<file path="src/rtl/dbu_pkg.sv">
package dbu_pkg;
  localparam int DBU_MASTERS  = 32;
  localparam int DBU_MID_W    = $clog2(DBU_MASTERS);
  localparam int DBU_BLK_LSB  = 8;

  typedef logic [DBU_MASTERS-1:0] dbu_vec_t;

  typedef enum logic [1:0] {
    REG_RING  = 2'd0,
    REG_GRANT = 2'd1,
    REG_RAW   = 2'd2,
    REG_PEND  = 2'd3
  } dbu_reg_e;

  function automatic dbu_vec_t dbu_sticky(input dbu_vec_t cur, input dbu_vec_t set,
                                          input dbu_vec_t clr);
    return (cur & ~clr) | set;
  endfunction

  function automatic dbu_vec_t dbu_onehot(input logic [DBU_MID_W-1:0] mid);
    dbu_vec_t v;
    v = '0;
    v[mid] = 1'b1;
    return v;
  endfunction

  function automatic logic dbu_off_ok(input logic [DBU_BLK_LSB-1:0] off);
    return (off[7:4] == 4'd0) && (off[1:0] == 2'd0);
  endfunction
endpackage

</file>
<file path="src/rtl/dbu_port_merge.sv">
module dbu_port_merge
  import dbu_pkg::*;
#(
  parameter int NPORT = 2,
  parameter int AW    = 11,
  parameter int IDX   = 0
) (
  input  logic [NPORT-1:0]           wr_vld,
  input  logic [NPORT*AW-1:0]        wr_addr,
  input  logic [NPORT*32-1:0]        wr_data,
  input  logic [NPORT*DBU_MID_W-1:0] wr_mid,
  output dbu_vec_t                   ring_mask,
  output logic                       grant_we,
  output dbu_vec_t                   grant_val,
  output dbu_vec_t                   raw_clr,
  output dbu_vec_t                   pend_clr
);
  localparam int IW = AW - DBU_BLK_LSB;
  localparam logic [IW-1:0] MY_IDX = IW'(IDX);

  always_comb begin
    logic [AW-1:0]        a;
    logic [31:0]          d;
    logic [DBU_MID_W-1:0] m;
    logic                 hit;
    ring_mask = '0;
    grant_we  = 1'b0;
    grant_val = '0;
    raw_clr   = '0;
    pend_clr  = '0;
    for (int p = 0; p < NPORT; p++) begin
      a   = wr_addr[p*AW +: AW];
      d   = wr_data[p*32 +: 32];
      m   = wr_mid[p*DBU_MID_W +: DBU_MID_W];
      hit = wr_vld[p] && (a[AW-1:DBU_BLK_LSB] == MY_IDX) &&
            dbu_off_ok(a[DBU_BLK_LSB-1:0]);
      if (hit) begin
        case (dbu_reg_e'(a[3:2]))
          REG_RING:  if (d[0]) ring_mask = ring_mask | dbu_onehot(m);
          REG_GRANT: begin
            grant_we  = 1'b1;
            grant_val = d;
          end
          REG_RAW:   raw_clr  = raw_clr | d;
          REG_PEND:  pend_clr = pend_clr | d;
          default:   ;
        endcase
      end
    end
  end
endmodule

</file>
<file path="src/rtl/dbu_cell.sv">
module dbu_cell
  import dbu_pkg::*;
(
  input  logic     clk,
  input  logic     rst_n,
  input  dbu_vec_t ring_mask,
  input  logic     grant_we,
  input  dbu_vec_t grant_val,
  input  dbu_vec_t raw_clr,
  input  dbu_vec_t pend_clr,
  output dbu_vec_t grant_q,
  output dbu_vec_t raw_q,
  output dbu_vec_t pend_q,
  output logic     irq_o
);
  dbu_vec_t accepted;
  assign accepted = ring_mask & grant_q;

  always_ff @(posedge clk) begin
    if (!rst_n) begin
      grant_q <= '0;
      raw_q   <= '0;
      pend_q  <= '0;
    end else begin
      if (grant_we) grant_q <= grant_val;
      raw_q  <= dbu_sticky(raw_q, ring_mask, raw_clr);
      pend_q <= dbu_sticky(pend_q, accepted, pend_clr);
    end
  end

  assign irq_o = |pend_q;

  p_raw_logs_r3: assert property (@(posedge clk) disable iff (!rst_n)
    (|ring_mask) |=> ((raw_q & $past(ring_mask)) == $past(ring_mask)));

  p_pend_gated_r4: assert property (@(posedge clk) disable iff (!rst_n)
    rst_n |=> (((pend_q & ~$past(pend_q)) & ~$past(ring_mask & grant_q)) == '0));

  p_clear_exact_r6: assert property (@(posedge clk) disable iff (!rst_n)
    rst_n |=> (((~pend_q & $past(pend_q)) & ~$past(pend_clr)) == '0));

  p_set_wins_r8: assert property (@(posedge clk) disable iff (!rst_n)
    (|(ring_mask & grant_q & pend_clr)) |=>
      ((pend_q & $past(ring_mask & grant_q)) == $past(ring_mask & grant_q)));

  p_irq_rise_r9: assert property (@(posedge clk) disable iff (!rst_n)
    $rose(irq_o) |-> $past(|(ring_mask & grant_q)));
endmodule

</file>
<file path="src/rtl/dbu_rdmux.sv">
module dbu_rdmux
  import dbu_pkg::*;
#(
  parameter int NDB = 8,
  parameter int AW  = 11
) (
  input  logic [AW-1:0]              rd_addr,
  input  logic [NDB*DBU_MASTERS-1:0] grant_all,
  input  logic [NDB*DBU_MASTERS-1:0] raw_all,
  input  logic [NDB*DBU_MASTERS-1:0] pend_all,
  output logic [31:0]                rd_data
);
  localparam int IW = AW - DBU_BLK_LSB;

  always_comb begin
    logic [IW-1:0] idx;
    idx     = rd_addr[AW-1:DBU_BLK_LSB];
    rd_data = '0;
    for (int d = 0; d < NDB; d++) begin
      if ((idx == IW'(d)) && dbu_off_ok(rd_addr[DBU_BLK_LSB-1:0])) begin
        case (dbu_reg_e'(rd_addr[3:2]))
          REG_GRANT: rd_data = grant_all[d*DBU_MASTERS +: DBU_MASTERS];
          REG_RAW:   rd_data = raw_all[d*DBU_MASTERS +: DBU_MASTERS];
          REG_PEND:  rd_data = pend_all[d*DBU_MASTERS +: DBU_MASTERS];
          default:   rd_data = '0;
        endcase
      end
    end
  end
endmodule

</file>
<file path="src/rtl/doorbell_unit.sv">
module doorbell_unit
  import dbu_pkg::*;
#(
  parameter int NDB   = 8,
  parameter int NPORT = 2,
  parameter int AW    = 11
) (
  input  logic                       clk,
  input  logic                       rst_n,
  input  logic [NPORT-1:0]           wr_vld,
  input  logic [NPORT*AW-1:0]        wr_addr,
  input  logic [NPORT*32-1:0]        wr_data,
  input  logic [NPORT*DBU_MID_W-1:0] wr_mid,
  input  logic [AW-1:0]              rd_addr,
  output logic [31:0]                rd_data,
  output logic [NDB-1:0]             irq
);
  logic [NDB*DBU_MASTERS-1:0] grant_all;
  logic [NDB*DBU_MASTERS-1:0] raw_all;
  logic [NDB*DBU_MASTERS-1:0] pend_all;

  for (genvar d = 0; d < NDB; d++) begin : g_db
    dbu_vec_t ring_mask, grant_val, raw_clr, pend_clr;
    dbu_vec_t grant_q, raw_q, pend_q;
    logic     grant_we;

    dbu_port_merge #(.NPORT(NPORT), .AW(AW), .IDX(d)) u_merge (
      .wr_vld   (wr_vld),
      .wr_addr  (wr_addr),
      .wr_data  (wr_data),
      .wr_mid   (wr_mid),
      .ring_mask(ring_mask),
      .grant_we (grant_we),
      .grant_val(grant_val),
      .raw_clr  (raw_clr),
      .pend_clr (pend_clr)
    );

    dbu_cell u_cell (
      .clk      (clk),
      .rst_n    (rst_n),
      .ring_mask(ring_mask),
      .grant_we (grant_we),
      .grant_val(grant_val),
      .raw_clr  (raw_clr),
      .pend_clr (pend_clr),
      .grant_q  (grant_q),
      .raw_q    (raw_q),
      .pend_q   (pend_q),
      .irq_o    (irq[d])
    );

    assign grant_all[d*DBU_MASTERS +: DBU_MASTERS] = grant_q;
    assign raw_all[d*DBU_MASTERS +: DBU_MASTERS]   = raw_q;
    assign pend_all[d*DBU_MASTERS +: DBU_MASTERS]  = pend_q;
  end

  dbu_rdmux #(.NDB(NDB), .AW(AW)) u_rdmux (
    .rd_addr  (rd_addr),
    .grant_all(grant_all),
    .raw_all  (raw_all),
    .pend_all (pend_all),
    .rd_data  (rd_data)
  );
endmodule

</file>
<file path="config.mk">
export PLATFORM = sky130hd
export DESIGN_NAME = doorbell_unit
export DESIGN_NICKNAME = d
export VERILOG_FILES = /design/src/rtl/dbu_pkg.sv /design/src/rtl/dbu_port_merge.sv /design/src/rtl/dbu_cell.sv /design/src/rtl/dbu_rdmux.sv /design/src/rtl/doorbell_unit.sv
export SDC_FILE = /design/constraint.sdc
export NUM_CORES = 2
export LEC_CHECK = 0
export BUFFER_PORTS_ARGS = -buffer_cell sky130_fd_sc_hd__buf_2
export CAP_MARGIN = 20
export CORE_MARGIN = 2
export CORE_UTILIZATION = 25
export DETAILED_ROUTE_END_ITERATION = 12
export SYNTH_ARGS = -nofsm -noshare
export SYNTH_HDL_FRONTEND = slang
export SYNTH_SLANG_ARGS = --single-unit
</file>
<file path="constraint.sdc">
create_clock -name clk -period 5.91 [get_ports clk]
set_input_delay 0.2955 -clock clk [delete_from_list [all_inputs] [get_ports clk]]
set_output_delay 0.2955 -clock clk [all_outputs]
set_load 0.02 [all_outputs]
</file>
==> report_table.html <==
<table>
<tr><th>Metric</th><th>Value</th></tr>
<tr><th colspan="2">Outcome</th></tr>
<tr><td>Outcome</td><td>finished, final reports clean</td></tr>
<tr><th colspan="2">Layout</th></tr>
<tr><td>Share of cells above drive strength 1</td><td>0.1438</td></tr>
<tr><td>Final nets</td><td>5,359</td></tr>
<tr><td>Final Cell Area</td><td>50,360 um^2</td></tr>
<tr><td>Share of the core filled with cells</td><td>0.2863</td></tr>
<tr><td>Fill cell total of the finished layout</td><td>18,720</td></tr>
<tr><td>Relative area change from synthesis to final layout</td><td>14.02%</td></tr>
<tr><th colspan="2">CTS</th></tr>
<tr><td>Clock-pin slew of the registers on the worst-case setup and hold paths</td><td>60 ps</td></tr>
<tr><td>CTS-repair resized insts</td><td>0</td></tr>
<tr><td>Number of buffers added by the clock tree synthesis step</td><td>86</td></tr>
<tr><td>Setup repair bufs after CTS</td><td>0</td></tr>
<tr><td>CTS tree</td><td>built</td></tr>
<tr><td>Clock Root Buffer</td><td>sky130_fd_sc_hd__clkbuf_16</td></tr>
<tr><td>Maximum buffer depth of the clock tree</td><td>3</td></tr>
<tr><td>H-tree depth</td><td>3</td></tr>
<tr><td>Clock Sinks</td><td>768</td></tr>
<tr><td>Clk_lat worst skew</td><td>730 ps</td></tr>
<tr><th colspan="2">Setup path</th></tr>
<tr><td>Required arrival time at the worst endpoint</td><td>5610 ps</td></tr>
<tr><td>Register-to-register setup slack</td><td>4650 ps</td></tr>
<tr><td>Worst r2r src</td><td>g_db[5].u_cell.grant_q[29]</td></tr>
<tr><td>Biggest fanout along the worst timing path</td><td>27</td></tr>
<tr><td>Cell with the largest stage delay on the worst path</td><td>sky130_fd_sc_hd__nor4b_4</td></tr>
<tr><td>Chain of cells forming the critical path</td><td>buf_2 &gt; buf_4 &gt; nor4b_4 &gt; buf_4 &gt; a22oi_1 &gt; o211a_1 &gt; o21ai_0 &gt; a211o_1 &gt; buf_2</td></tr>
<tr><td>CP Launch Type</td><td>input pin</td></tr>
<tr><td>Worst R2R Path Depth</td><td>3</td></tr>
<tr><td>Signal arrival time at the worst endpoint</td><td>3880 ps</td></tr>
<tr><td>Endpoint type of the worst setup path</td><td>primary output</td></tr>
<tr><td>Critical path type</td><td>input pin to primary output</td></tr>
<tr><td>Biggest cell delay along the critical path</td><td>750 ps</td></tr>
<tr><td>End of the worst register-to-register path</td><td>g_db[5].u_cell.grant_q[29]</td></tr>
<tr><th colspan="2">Logic synthesis</th></tr>
<tr><td>Flops &amp; latches, synth</td><td>768</td></tr>
<tr><td>Post-Syn Area</td><td>44,170 um^2</td></tr>
<tr><td>Synth warnings</td><td>0</td></tr>
<tr><td>Instance count of the mapped netlist</td><td>5,465</td></tr>
<tr><td>Syn_nets</td><td>5,576</td></tr>
<tr><td>Top-area cell type share of the netlist area</td><td>0.3481</td></tr>
<tr><td>Number of distinct standard cells referenced by the synthesized netlist</td><td>66</td></tr>
<tr><td>Yosys top cell by area</td><td>sky130_fd_sc_hd__dfxtp_1</td></tr>
<tr><td>Prevailing post-synth register cell</td><td>sky130_fd_sc_hd__dfxtp_1</td></tr>
<tr><td>Mean instance size in the synthesized netlist</td><td>8.083 um^2</td></tr>
<tr><td>Leading post-synthesis cells by cell area</td><td>sky130_fd_sc_hd__dfxtp_1 (35%), sky130_fd_sc_hd__mux2i_1 (7.3%), sky130_fd_sc_hd__nand2_1 (5.3%)</td></tr>
<tr><td>Top cell types by occurrence after synthesis</td><td>sky130_fd_sc_hd__dfxtp_1 (768), sky130_fd_sc_hd__nand2_1 (626), sky130_fd_sc_hd__clkbuf_1 (500)</td></tr>
<tr><td>Number of enable flip-flop cells after synthesis</td><td>0</td></tr>
<tr><td>Sequential cell area fraction in the yosys report</td><td>0.3481</td></tr>
<tr><td>Most common cell in the netlist</td><td>sky130_fd_sc_hd__dfxtp_1</td></tr>
<tr><td>Post-synth ARST share</td><td>0</td></tr>
<tr><th colspan="2">Timing</th></tr>
<tr><td>Final total negative setup slack</td><td>0 ps</td></tr>
<tr><td>Transition at the pin with the smallest max-transition slack</td><td>1377 ps</td></tr>
<tr><td>Final-report hold violation count</td><td>0</td></tr>
<tr><td>Hold Slack</td><td>16.80 ps</td></tr>
<tr><td>Final period utilization</td><td>0.7062</td></tr>
<tr><td>Setup clock skew after layout</td><td>24.72 ps</td></tr>
<tr><td>Setup repair after global routing missed its margin</td><td>false</td></tr>
<tr><td>Highest attainable clock frequency</td><td>239.6 MHz</td></tr>
<tr><td>Count of pins over their slew limit</td><td>0</td></tr>
<tr><td>Worst slew margin relative to its limit</td><td>0.07337</td></tr>
<tr><td>Post-route minimum period</td><td>4174 ps</td></tr>
<tr><td>Number of endpoints failing setup at the final stage</td><td>0</td></tr>
<tr><th colspan="2">Min path</th></tr>
<tr><td>Worst Min Path Start</td><td>wr_data[57]</td></tr>
<tr><td>End point of the worst hold path</td><td>g_db[1].u_cell.grant_q[25]</td></tr>
<tr><td>Worst hold path type</td><td>input pin to flip-flop</td></tr>
<tr><td>Hold Path Stages</td><td>3</td></tr>
<tr><th colspan="2">Die</th></tr>
<tr><td>Core area</td><td>175,900 um^2</td></tr>
<tr><td>Number of I/O pins</td><td>151</td></tr>
<tr><td>Die area</td><td>180,100 um^2</td></tr>
<tr><td>Die outline height</td><td>424.3 um</td></tr>
<tr><td>Overall die width</td><td>424.3 um</td></tr>
<tr><td>Number of placement rows</td><td>154</td></tr>
<tr><td>Initial core utilization</td><td>0.2511</td></tr>
<tr><th colspan="2">Placed design</th></tr>
<tr><td>Number of buffer cells added on primary ports</td><td>150</td></tr>
<tr><td>Dpl hpwl</td><td>159.7 mm</td></tr>
<tr><td>Placement Cell Area</td><td>46,960 um^2</td></tr>
<tr><td>Routability Congestion</td><td>0.9949</td></tr>
<tr><th colspan="2">Power and ir drop</th></tr>
<tr><td>Power density relative to cell area</td><td>237.5 nW/um^2</td></tr>
<tr><td>Total net switching power</td><td>3.227 mW</td></tr>
<tr><td>Net switching share of the total power</td><td>0.2698</td></tr>
<tr><td>Combinational share of power</td><td>0.078</td></tr>
<tr><td>Sequential Power Share</td><td>0.433</td></tr>
<tr><td>Maximum vdd drop</td><td>0.2261 mV</td></tr>
<tr><td>Reported leakage power</td><td>17.10 nW</td></tr>
<tr><td>Clock network power share</td><td>0.489</td></tr>
<tr><td>Internal power</td><td>8.735 mW</td></tr>
<tr><th colspan="2">Global route</th></tr>
<tr><td>Largest net degree at the start of global routing</td><td>198</td></tr>
<tr><td>Number of antenna violations at the first check in global routing</td><td>35</td></tr>
<tr><td>Number of global-route vias before repair</td><td>44,490</td></tr>
<tr><td>Congestion Overflow GR</td><td>0</td></tr>
<tr><td>Global-route usage over all layers</td><td>0.2653</td></tr>
<tr><td>First-pass GRT wire length</td><td>345.5 mm</td></tr>
<tr><th colspan="2">Route</th></tr>
<tr><td>Detail-routed via count per cell</td><td>6.397</td></tr>
<tr><td>DR DRC count</td><td>0</td></tr>
<tr><td>Routed Antenna Nets</td><td>0</td></tr>
<tr><td>Detailed-route via count</td><td>49,190</td></tr>
<tr><td>Number of detailed-route iterations in the first pass</td><td>7</td></tr>
<tr><td>Average detailed-routed wire length per instance</td><td>32.80 um</td></tr>
<tr><td>DRT iter0 DRCs</td><td>8,520</td></tr>
<tr><td>Routed Wire Length</td><td>252.2 mm</td></tr>
<tr><th colspan="2">Flow run</th></tr>
<tr><td>Max-cap check violation count</td><td>0</td></tr>
</table>
area by class of cell:
class	count	area, um^2	area share
multi-input cells	4084	26810	0.5324
flip-flops and latches	768	15370	0.3053
well taps	2340	2928	0.05813
clock buffers	116	2425	0.04815
repair buffers	297	2152	0.04273
clock inverters	37	535.5	0.01063
diodes	37	92.59	0.001838
inverters	11	41.29	0.0008198
repair_timing:
item / in CTS / in global routing
endpoints found under the setup margin: 0 / 0
hold buffers: 12 / 0
hold endpoints to repair: 28 / 0
state kept, by name, summed over array words and instances, names as in the netlist:
name and flops:
g_db.u_cell.pend_q 256, g_db.u_cell.grant_q 256, g_db.u_cell.raw_q 256
critical path, delay by kind of cell:
family,cells,cell delay (ps)
AO/OA/AOI/OAI,4,1230
buffers and inverters,4,1520
AND/OR/NAND/NOR,1,750
cell usage in the layout, fill, tap and decap left out, types with 14 or more instances in the layout:
master                      Yosys  routed
sky130_fd_sc_hd__dfxtp_1      768     768
sky130_fd_sc_hd__nand2_1      626     622
sky130_fd_sc_hd__o21ai_0      377     377
sky130_fd_sc_hd__o22ai_1      371     371
sky130_fd_sc_hd__a21oi_1      366     366
sky130_fd_sc_hd__nor2_1       342     340
sky130_fd_sc_hd__mux2i_1      323     323
sky130_fd_sc_hd__a22oi_1      230     230
sky130_fd_sc_hd__mux2_2       180     180
sky130_fd_sc_hd__buf_2         51     150
sky130_fd_sc_hd__o221ai_1     135     135
sky130_fd_sc_hd__buf_4          8     114
sky130_fd_sc_hd__a21boi_0     109     109
sky130_fd_sc_hd__nand3_1      118      99
sky130_fd_sc_hd__clkbuf_16      0      86
sky130_fd_sc_hd__o2bb2ai_1     84      84
sky130_fd_sc_hd__o2111ai_1     76      76
sky130_fd_sc_hd__a31o_2        69      69
sky130_fd_sc_hd__o211ai_1      67      67
sky130_fd_sc_hd__a211oi_1      67      67
sky130_fd_sc_hd__nor4_1        68      65
sky130_fd_sc_hd__a221oi_1      43      43
sky130_fd_sc_hd__diode_2        0      37
sky130_fd_sc_hd__a21boi_1      36      36
sky130_fd_sc_hd__o21ai_1       34      34
sky130_fd_sc_hd__a31o_1        32      32
sky130_fd_sc_hd__a211o_1       30      30
sky130_fd_sc_hd__nand4_1       29      29
sky130_fd_sc_hd__o211a_1       27      27
sky130_fd_sc_hd__o21a_1        22      22
sky130_fd_sc_hd__o22a_1        21      21
sky130_fd_sc_hd__and3_1        21      20
sky130_fd_sc_hd__or2_2         18      19
sky130_fd_sc_hd__clkbuf_8       0      17
sky130_fd_sc_hd__a2bb2oi_1     16      16
sky130_fd_sc_hd__clkinv_2       0      15
sky130_fd_sc_hd__clkbuf_1     500      14
logic make-up after synthesis:
kind of cell,count (synthesis),synth area share
muxes,503,0.1191
DFF,768,0.3481
AOI/OAI and AO/OA,2232,0.3415
buffers and inverters,613,0.05422
and+or+nand+nor,1349,0.1371
power groups by stage:
| stage | Sequential [mW] | Clock, mW | Combinational [mW] |
|---|---|---|---|
| 3_5_place_dp | 5.29 | 0 | 0.871 |
| 3_3_place_gp | 5.29 | 0 | 0.866 |
| 6_report | 5.18 | 5.85 | 0.938 |
| 4_1_cts | 5.18 | 5.84 | 0.881 |
| 2_1_floorplan | 5.29 | 0 | 0.497 |
| 5_1_grt | 5.17 | 6.04 | 0.940 |
worst max path at each step:
stage / end / startpoint / cells past startpoint / slack (ps)
2_1_floorplan: rd_data[31] / rd_addr[3] / 7 / 3380
3_3_place_gp: rd_data[29] / rd_addr[10] / 8 / 2090
3_5_place_dp: rd_data[29] / rd_addr[10] / 8 / 2020
4_1_cts: rd_data[29] / rd_addr[10] / 8 / 2010
5_1_grt: irq[6] / g_db[6].u_cell.pend_q[30] / 4 / 1670
6_report: rd_data[2] / rd_addr[10] / 9 / 1740
per-layer routing:
layer	GRT usage	share of wire	wire, um
met5	0	0.00065	164
met4	0.2089	0.087	21830
met3	0.09177	0.14	34360
met2	0.3767	0.41	103100
met1	0.3250	0.37	92790
stage by stage:
step / cells / worst slack [ps] / total power [mW]
after floorplan: 5465 / 3385 / 5.790
after global placement: 7471 / 2092 / 6.159
after detailed placement: 7475 / 2019 / 6.164
after CTS: 7640 / 2015 / 11.90
after global routing: 7672 / 1671 / 12.15
final: 7690 / 1736 / 11.96
(Power assumes the default switching activity.)
